`src/rtl/sic_pkg.sv`:
```
package sic_pkg;

    typedef enum logic [1:0] {
        KIND_NONE = 2'd0,
        KIND_LSI  = 2'd1,
        KIND_MSI  = 2'd2
    } src_kind_e;

    // per-source status flags
    typedef struct packed {
        logic asserted;
        logic sent;
        logic rejected;
        logic mpend;
    } src_flags_t;

    // events reaching one source in one cycle
    typedef struct packed {
        logic cfg_wr;
        logic rej;
        logic eoi;
        logic line_chg;
        logic line_lvl;
        logic rise;
        logic resend;
        logic taken;
    } src_evt_t;

    localparam src_flags_t FLAGS_CLEAR = '{default: 1'b0};

    function automatic src_kind_e kind_of(input logic is_lsi, input logic is_msi);
        if (is_lsi)      return KIND_LSI;
        else if (is_msi) return KIND_MSI;
        else             return KIND_NONE;
    endfunction

endpackage

```
`src/rtl/sic_numdec.sv`:
```
module sic_numdec #(
    parameter int NSRC = 16,
    parameter int NUM_W = 16,
    parameter logic [NUM_W-1:0] BASE = '0
) (
    input  logic             vld,
    input  logic [NUM_W-1:0] num,
    output logic [NSRC-1:0]  hit
);
    localparam int IDX_W = (NSRC > 1) ? $clog2(NSRC) : 1;

    logic [NUM_W-1:0] off;

    always_comb begin
        off = num - BASE;
        hit = '0;
        if (vld && (num >= BASE) && (off < NUM_W'(NSRC)))
            hit[off[IDX_W-1:0]] = 1'b1;
    end
endmodule

```
`src/rtl/sic_pick.sv`:
```
module sic_pick #(
    parameter int N = 16,
    localparam int IDX_W = (N > 1) ? $clog2(N) : 1
) (
    input  logic             clk,
    input  logic             rst,
    input  logic [N-1:0]     req,
    input  logic             stall,
    output logic [N-1:0]     gnt,
    output logic [IDX_W-1:0] idx,
    output logic             any
);
    logic [IDX_W-1:0] low_idx;
    logic             hold_q;
    logic [IDX_W-1:0] hold_idx_q;

    // lowest requesting index
    always_comb begin
        low_idx = '0;
        for (int i = N - 1; i >= 0; i--) begin
            if (req[i]) low_idx = IDX_W'(i);
        end
    end

    assign any = |req;
    assign idx = hold_q ? hold_idx_q : low_idx;

    always_comb begin
        gnt = '0;
        if (any) gnt[idx] = 1'b1;
    end

    always_ff @(posedge clk) begin
        if (rst) begin
            hold_q     <= 1'b0;
            hold_idx_q <= '0;
        end else begin
            hold_q     <= any && stall;
            hold_idx_q <= idx;
        end
    end
endmodule

```
`src/rtl/sic_slot.sv`:
```
module sic_slot
    import sic_pkg::*;
#(
    parameter src_kind_e KIND = KIND_MSI,
    parameter int SRV_W = 8,
    parameter int PRIO_W = 8
) (
    input  logic              clk,
    input  logic              rst,
    input  src_evt_t          evt,
    input  logic [SRV_W-1:0]  cfg_server,
    input  logic [PRIO_W-1:0] cfg_prio,
    output logic              queued,
    output logic [SRV_W-1:0]  cur_server,
    output logic [PRIO_W-1:0] cur_prio
);
    localparam logic [PRIO_W-1:0] PRIO_OFF = '1;

    generate
        if (KIND == KIND_NONE) begin : g_unused
            assign queued     = 1'b0;
            assign cur_server = '0;
            assign cur_prio   = PRIO_OFF;
        end else begin : g_live
            src_flags_t        flg_q, flg_n;
            logic              q_q, q_n;
            logic [SRV_W-1:0]  srv_q, srv_n;
            logic [PRIO_W-1:0] pri_q, pri_n;

            always_comb begin
                flg_n = flg_q;
                q_n   = q_q && !evt.taken;
                srv_n = srv_q;
                pri_n = pri_q;
                if (evt.cfg_wr) begin
                    srv_n = cfg_server;
                    pri_n = cfg_prio;
                end
                if (KIND == KIND_LSI) begin
                    if (evt.rej || evt.eoi) flg_n.sent = 1'b0;
                    if (evt.line_chg) flg_n.asserted = evt.line_lvl;
                    if ((evt.cfg_wr || evt.line_chg || evt.resend) &&
                        (pri_n != PRIO_OFF) && flg_n.asserted && !flg_n.sent) begin
                        flg_n.sent = 1'b1;
                        q_n        = 1'b1;
                    end
                end else begin
                    if (evt.cfg_wr && flg_n.mpend && (pri_n != PRIO_OFF)) begin
                        flg_n.mpend = 1'b0;
                        q_n         = 1'b1;
                    end
                    if (evt.rej) flg_n.rejected = 1'b1;
                    if (evt.rise) begin
                        if (pri_n == PRIO_OFF) flg_n.mpend = 1'b1;
                        else                   q_n = 1'b1;
                    end
                    if (evt.resend && flg_n.rejected) begin
                        flg_n.rejected = 1'b0;
                        if (pri_n != PRIO_OFF) q_n = 1'b1;
                    end
                end
            end

            always_ff @(posedge clk) begin
                if (rst) begin
                    flg_q <= FLAGS_CLEAR;
                    q_q   <= 1'b0;
                    srv_q <= '0;
                    pri_q <= PRIO_OFF;
                end else begin
                    flg_q <= flg_n;
                    q_q   <= q_n;
                    srv_q <= srv_n;
                    pri_q <= pri_n;
                end
            end

            assign queued     = q_q;
            assign cur_server = srv_q;
            assign cur_prio   = pri_q;
        end
    endgenerate
endmodule

```
`src/rtl/sic_top.sv`:
```
module sic_top
    import sic_pkg::*;
#(
    parameter int NSRC = 16,
    parameter int SRV_W = 8,
    parameter int PRIO_W = 8,
    parameter int NUM_W = 16,
    parameter logic [NUM_W-1:0] BASE = 16'h1000,
    parameter logic [NSRC-1:0] LSI_MAP = 16'h003F,
    parameter logic [NSRC-1:0] MSI_MAP = 16'h3FC0,
    localparam int IDX_W = (NSRC > 1) ? $clog2(NSRC) : 1
) (
    input  logic              clk,
    input  logic              rst,
    input  logic [NSRC-1:0]   src_line,
    input  logic              cfg_we,
    input  logic [IDX_W-1:0]  cfg_idx,
    input  logic [SRV_W-1:0]  cfg_server,
    input  logic [PRIO_W-1:0] cfg_prio,
    input  logic              rej_valid,
    input  logic [NUM_W-1:0]  rej_num,
    input  logic              eoi_valid,
    input  logic [NUM_W-1:0]  eoi_num,
    input  logic              resend,
    output logic              pr_valid,
    input  logic              pr_ready,
    output logic [SRV_W-1:0]  pr_server,
    output logic [NUM_W-1:0]  pr_num,
    output logic [PRIO_W-1:0] pr_prio
);
    logic [NSRC-1:0]   line_q;
    logic [NSRC-1:0]   line_chg, line_rise;
    logic [NSRC-1:0]   rej_hit, eoi_hit, cfg_hit;
    logic [NSRC-1:0]   queued, gnt, taken;
    logic [IDX_W-1:0]  sel_idx;
    logic              sel_any;
    logic [SRV_W-1:0]  srv_arr  [NSRC];
    logic [PRIO_W-1:0] prio_arr [NSRC];

    always_ff @(posedge clk) begin
        if (rst) line_q <= '0;
        else     line_q <= src_line;
    end

    assign line_chg  = src_line ^ line_q;
    assign line_rise = src_line & ~line_q;

    sic_numdec #(.NSRC(NSRC), .NUM_W(NUM_W), .BASE(BASE)) i_rej_dec (
        .vld(rej_valid), .num(rej_num), .hit(rej_hit)
    );

    sic_numdec #(.NSRC(NSRC), .NUM_W(NUM_W), .BASE(BASE)) i_eoi_dec (
        .vld(eoi_valid), .num(eoi_num), .hit(eoi_hit)
    );

    always_comb begin
        for (int i = 0; i < NSRC; i++)
            cfg_hit[i] = cfg_we && (cfg_idx == IDX_W'(i));
    end

    assign taken = gnt & {NSRC{pr_valid && pr_ready}};

    generate
        for (genvar g = 0; g < NSRC; g++) begin : g_src
            src_evt_t evt;
            assign evt.cfg_wr   = cfg_hit[g];
            assign evt.rej      = rej_hit[g];
            assign evt.eoi      = eoi_hit[g];
            assign evt.line_chg = line_chg[g];
            assign evt.line_lvl = src_line[g];
            assign evt.rise     = line_rise[g];
            assign evt.resend   = resend;
            assign evt.taken    = taken[g];

            sic_slot #(
                .KIND(kind_of(LSI_MAP[g], MSI_MAP[g])),
                .SRV_W(SRV_W),
                .PRIO_W(PRIO_W)
            ) i_slot (
                .clk(clk),
                .rst(rst),
                .evt(evt),
                .cfg_server(cfg_server),
                .cfg_prio(cfg_prio),
                .queued(queued[g]),
                .cur_server(srv_arr[g]),
                .cur_prio(prio_arr[g])
            );
        end
    endgenerate

    sic_pick #(.N(NSRC)) i_pick (
        .clk(clk),
        .rst(rst),
        .req(queued),
        .stall(pr_valid && !pr_ready),
        .gnt(gnt),
        .idx(sel_idx),
        .any(sel_any)
    );

    assign pr_valid  = sel_any;
    assign pr_num    = BASE + NUM_W'(sel_idx);
    assign pr_server = srv_arr[sel_idx];
    assign pr_prio   = prio_arr[sel_idx];
endmodule

```
`config.mk`:
```
export PLATFORM = sky130hd
export DESIGN_NAME = sic_top
export DESIGN_NICKNAME = d
export VERILOG_FILES = /design/src/rtl/sic_pkg.sv /design/src/rtl/sic_numdec.sv /design/src/rtl/sic_pick.sv /design/src/rtl/sic_slot.sv /design/src/rtl/sic_top.sv
export SDC_FILE = /design/constraint.sdc
export NUM_CORES = 1
export LEC_CHECK = 0
export ABC_AREA = 1
export BUFFER_PORTS_ARGS = -buffer_cell sky130_fd_sc_hd__buf_2
export CAP_MARGIN = 20
export CORE_ASPECT_RATIO = 1.4
export CORE_MARGIN = 10
export CORE_UTILIZATION = 55
export CTS_CLUSTER_SIZE = 14
export DETAILED_ROUTE_END_ITERATION = 8
export HOLD_SLACK_MARGIN = 0.06
export PLACE_DENSITY_LB_ADDON = 0.15
export SYNTH_ARGS = -nofsm -noshare
export SYNTH_HDL_FRONTEND = slang
export SYNTH_SLANG_ARGS = --single-unit
```
`constraint.sdc`:
```
create_clock -name clk -period 2.17 [get_ports clk]
set_clock_uncertainty 0.05 [all_clocks]
set_input_delay 0.434 -clock clk [delete_from_list [all_inputs] [get_ports clk]]
set_output_delay 0.434 -clock clk [all_outputs]
set_load 0.01 [all_outputs]
```
-- Word level (Yosys, flattened, before mapping)
Cells that the tools add are included.
- output and inout bits: 33
- register bits: 285
- muxes and demuxes: 140
- $lt $le $gt $ge: 11
- eq/ne operators: 35
- reductions and logical operators: 129
- bitwise operators: 5
- add/subtract/negate cells: 3
- operators by type and width (kind ; number):
    8-bit two-way mux ; 18
    8-bit != test (second input constant) ; 14
    1-bit two-way mux ; 99
    1-bit logical AND ; 80
    8-bit binary-select mux with 4-bit select ; 2
    8-bit == test (second input constant) ; 8
    4-bit two-way mux ; 15
    16-bit by 13-bit greater-or-equal comparator with 1-bit output (second input constant) ; 2
    16-bit by 5-bit < comparator with 1-bit output (second input constant) ; 2
    16-bit by 13-bit subtractor with 16-bit output (second input constant) ; 2
    14-bit AND ; 2
    14-bit two-way mux ; 2
    4-bit == test (second input constant) ; 6
    1-bit logical NOT ; 21
    1-bit logical OR ; 18
    4-bit by 3-bit == test with 1-bit output (second input constant) ; 4
    2-bit OR reduction ; 8
    4-bit by 5-bit < comparator with 1-bit output (second input constant) ; 3
    13-bit by 4-bit adder with 14-bit output (first input constant) ; 1
    14-bit inverter ; 1
    14-bit OR reduction ; 1
    1-bit demux with 4-bit select ; 3
    4-bit by 1-bit greater-or-equal comparator with 1-bit output (second input constant) ; 3
    4-bit by 2-bit == test with 1-bit output (second input constant) ; 2
    6 further kinds ; 6

-- Longest topological paths before layout
- word-level depth: 28
- mapped depth: 24

-- By module
From an unflattened synthesis, not the netlist that was laid out.
- cells, all modules: 2632
- area total of the unflattened synthesis: 16628.4 µm²
- by module, submodules not included (module ; area each (µm²) ; seq. area each (µm²) ; cells an instance ; instances):
    sic_slot at g_src[10].i_slot ... ; 775.7 ; 380.4 ; 100 ; 8
    sic_slot at g_src[0].i_slot ... ; 769.5 ; 380.4 ; 103 ; 6
    sic_top ; 4362.9 ; 320.3 ; 951 ; 1
    sic_pick ; 558.0 ; 100.1 ; 100 ; 1
    sic_numdec at i_eoi_dec ; 341.6 ; 0.0 ; 64 ; 1
    sic_numdec at i_rej_dec ; 272.8 ; 0.0 ; 61 ; 1
    sic_slot at g_src[14].i_slot ... ; 135.1 ; 0.0 ; 19 ; 2

-- Worst setup path before layout
Ideal clock, no wire load.
- kind: register to output
- from: reg g_src[12].i_slot.g_live.q_q
- to: out pr_prio[3]
- slack: -22 ps
- stages on the path, launching flop included: 25
- buffers on the path: 2
- arrival: 1708 ps
- data required time: 1686 ps
- cells stage by stage: dfxtp_1 > inv_1 > nand2_1 > nand2_1 > nand2_1 > nand2_1 > nand2_1 > nand2_1 > nand2_1 > nand2_1 > nand2_1 > nand2_1 > nand2_1 > nand2_1 > nand2_2 > buf_4 > buf_4 > nand3_1 > nand2_1 > nand2_1 > nand2_1 > nand2_1 > nand2_1 > inv_1 > nand2_1
- cells in the longest elaborated chain, start to end: 18
- RTL lines (item ; RTL line ; text):
    from (decl) ; sic_slot.sv:26 ; logic q_q, q_n;
    from (signal assigned) ; sic_slot.sv:72 ; q_q <= q_n;
    4-bit two-way mux (13 in a row) ; sic_pick.sv:21 ; if (req[i]) low_idx = IDX_W'(i);
    4-bit two-way mux ; sic_pick.sv:26 ; assign idx = hold_q ? hold_idx_q : low_idx;
    4-bit inverter with 5-bit output (implied by the code) ; sic_top.sv:105 ; assign pr_prio = prio_arr[sel_idx];
    8-bit binary-select mux with 4-bit select ; sic_top.sv:105 ;
    8-bit two-way mux (implied by the code) (2 in a row) ; sic_top.sv:105 ;
    to (decl) ; sic_top.sv:29 ; output logic [PRIO_W-1:0] pr_prio
No other way between the ends. The select of a mux whose other input is x is not followed.

-- Worst setup path in the final report
- from: reg g_src[12].i_slot.g_live.q_q
- to: out pr_prio[4]
Same word-level chain as after synthesis.

==> impl_metrics.tcl <==
set metrics [dict create \
    status "complete, but fails checks" \
    failed_checks "negative setup slack" \
    dieArea_mm2 0.0322 \
    grt_max_degree 84 \
    fin_cells 2690 \
    fmax_mhz 304 \
    die_h_um 208 \
    slowest_stage "dfxtp_2" \
    place_area_mm2 0.0158 \
    synth.top_cell.area_share_pct 41.0 \
    htree_levels 1 \
    drive_gt1_share_pct 21.5 \
    clk_latency_ns 0.56 \
    finalHoldViolCount 0 \
    gp_congestion 0.920 \
    worst-path-max-fanout 7 \
    yosys_warnings 0 \
    timing.critical_path.depth 25 \
    cts-root-buf "clkbuf_16" \
    cts_tree "yes" \
    timing.rr.end "g_src[10].i_slot.queued" \
    antenna_found_initial 1 \
    clk_pin_slew_worst_paths_ns 0.06 \
    drv_slew 0 \
    vdd_ir_drop_max_v 0.00101 \
    wl_per_cell_um 17.8 \
    core_area_mm2 0.0248 \
    synth_top_family_by_area "simple AND/OR/NAND/NOR gates" \
    synthMuxAreaShare_pct 0 \
    crit_path_frequent_cell "nand2_1" \
    synth.avg_cell_area_um2 6.50 \
    setup_tns_ns -19.56 \
    cts_sinks 285 \
    cp_num_buf_inv 5 \
    wirelength_mm 47.8 \
    fin_hold_ws_ns 0.0765 \
    r2r_slack_ns -0.21 \
    syn2layout_area_growth_pct 27.9 \
    setup_viol 32 \
    wl_met3_mm 4.00 \
    holdPathStages 3 \
    yosys.area_share.simple_pct 37.2 \
    num-nets-final 2425 \
    synth-xor-area-share_pct 0 \
    p_per_area_mw_per_mm2 996 \
    min_period_ns 3.29 \
    grt_pass1_wl_mm 73.1 \
    synth.distinct_cells 44 \
    stdcell_area_mm2 0.0178 \
    detail_route.drc_violations 0 \
    viasPerCell 5.57 \
    synth.area.top_cells "dfxtp_1, nand2_1, nor2_1" \
    io_buffers 93 \
    tightest_slew_ns 0.681 \
    timing.rr.start "g_src[7].i_slot.queued" \
    synth-seq-cells 285 \
    cts_max_path_buffers 3 \
    routed.top_layer "met4" \
    rows 68 \
    critPathKind "reg2out" \
    hold-path-endpoint "line_q[4]" \
    dr.pass1.iters 7 \
    cp-end-kind "output port" \
    path_delay_family "simple AND/OR/NAND/NOR gates" \
    cts_inserted_buffers 30 \
    hold_class "in2reg" \
    synth_top_cell_by_area "dfxtp_1" \
    min_period_over_period_pct 152 \
    syn_area_mm2 0.0139 \
    wl_met1_mm 18.0 \
    syn_inst 2143 \
    die_w_um 154 \
    dp.cells 2593 \
    timing.max_cap.violations 0 \
    wl_met2_mm 22.6 \
    r2r_cells 11 \
    rsz0062_at_grt "true" \
    synth-adder-area-share_pct 0 \
    fin_ws_ns -1.12 \
    dp_hpwl_mm 31.8 \
    drt.antenna.violating_nets 0 \
    drt_iter0_markers 1203 \
    grt_pass1_vias 14295 \
    io-pin-count 108 \
    gr-total-overflow 0 \
    slew_headroom_pct 54.6 \
    synth-compound-area-share_pct 13.1 \
    p_leak_nw 8.64 \
    initial_utilization_pct 56.1 \
    cp.arrival_ns 2.81 \
    max_stage_delay_ns 0.33 \
    required_ns 1.69 \
    vias 14983 \
    seq_area_frac_synth_pct 41.0 \
    grtUsageTotal_pct 27.4 \
    min_from "src_line[4]" \
    crit_path_start_kind "register" \
]
## sequential cells by signal, indices dropped and copies added (netlist names)
| signal | count |
|---|---|
| g_src.i_slot.cur_prio | 112 |
| g_src.i_slot.cur_server | 112 |
| g_src.i_slot.g_live.flg_q | 28 |
| g_src.i_slot.queued | 14 |
| line_q | 14 |
| i_pick.hold_idx_q | 4 |
| i_pick.hold_q | 1 |
## final cells by class
type,count,area [um2]
timing repair buffer,307,2720
sequential,285,5710
inverter,135,528
antenna,1,2.50
fill,2067,7030
multi-input combinational,1591,7330
clock inverter,15,236
tap,315,394
clock buffer,41,883
## synth_stat cells (all sizes together)
cell type / number
clkbuf: 76
nor2: 331
dfxtp: 285
nor3: 10
buf: 69
or2: 40
nand3b: 1
o21ai: 251
a21oi: 55
nand4: 20
o211ai: 3
o221ai: 2
o21a: 4
a211oi: 5
nand2: 687
nand3: 126
nor4: 21
a31o: 5
conb: 2
o21bai: 7
o311ai: 1
inv: 131
and2: 2
a41o: 1
and3: 1
clkinv: 4
a221oi: 3
## power breakdown
part           switching [mW]  internal, mW  total [mW]
combinational            3.79          2.66        6.45
clock                    2.24          3.56        5.79
sequential             0.0948          5.40        5.50
total                    6.12          11.6        17.7
## worst max-delay path by stage
| stage | start | to | slack, ns |
|---|---|---|---|
| 2_1_floorplan | g_src[12].i_slot.queued | pr_prio[6] | -0.02 |
| 3_3_place_gp | g_src[12].i_slot.queued | pr_prio[2] | -0.49 |
| 3_5_place_dp | g_src[12].i_slot.queued | pr_prio[1] | -0.48 |
| 4_1_cts | g_src[12].i_slot.queued | pr_server[7] | -1.03 |
| 5_1_grt | g_src[12].i_slot.queued | pr_prio[4] | -1.33 |
| 6_report | g_src[12].i_slot.queued | pr_prio[4] | -1.12 |
## stage by stage
| step | worst slack, ns | total power, mW | util [%] |
|---|---|---|---|
| floorplan | -0.0155 | 8.40 | - |
| global placement | -0.486 | 10.4 | 63.5 |
| detailed placement | -0.481 | 10.5 | 63.5 |
| CTS | -1.03 | 16.8 | 69.8 |
| global route | -1.33 | 18.4 | 71.7 |
| finish | -1.12 | 17.7 | 71.7 |
## logic make-up after synthesis
logic type | after synthesis
simple gates | 1239
flops | 285
other cells | 2
compound gates | 337
buf+inv | 280
## timing repair
| item | 4_1_cts | 5_1_grt |
|---|---|---|
| setup buffers | 5 | 8 |
| gates resized for setup | 42 | 71 |
| hold buffers | 14 | 0 |
| cloned | 4 | 10 |
| endpoints found under the hold margin | 14 | 0 |
| pin swaps | 3 | 11 |
| endpoints found under the setup margin | 31 | 34 |
## layout by cell type, fill, tap and decap left out, types with 18 or more instances in the layout
| cell type | count |
|---|---|
| a21oi_1 | 45 |
| buf_12 | 28 |
| buf_2 | 86 |
| buf_4 | 155 |
| clkbuf_16 | 37 |
| dfxtp_1 | 282 |
| inv_1 | 114 |
| nand2_1 | 641 |
| nand2_2 | 40 |
| nand3_1 | 120 |
| nand4_1 | 20 |
| nor2_1 | 322 |
| o21ai_0 | 227 |
| o21ai_1 | 18 |
| or2_2 | 38 |
## worst min-delay path: stages
cell and delay, ns:
buf_2 0.07, inv_1 0.07, nor2_1 0.08
## metal layers
layer  track usage [%]  up-vias
li1                  -     7236
met1              32.3     6838
met2              46.0      723
met3              4.29      186
met4              15.9        0
met5                 0        -
No activity file was read; power rests on OpenSTA's default activity.
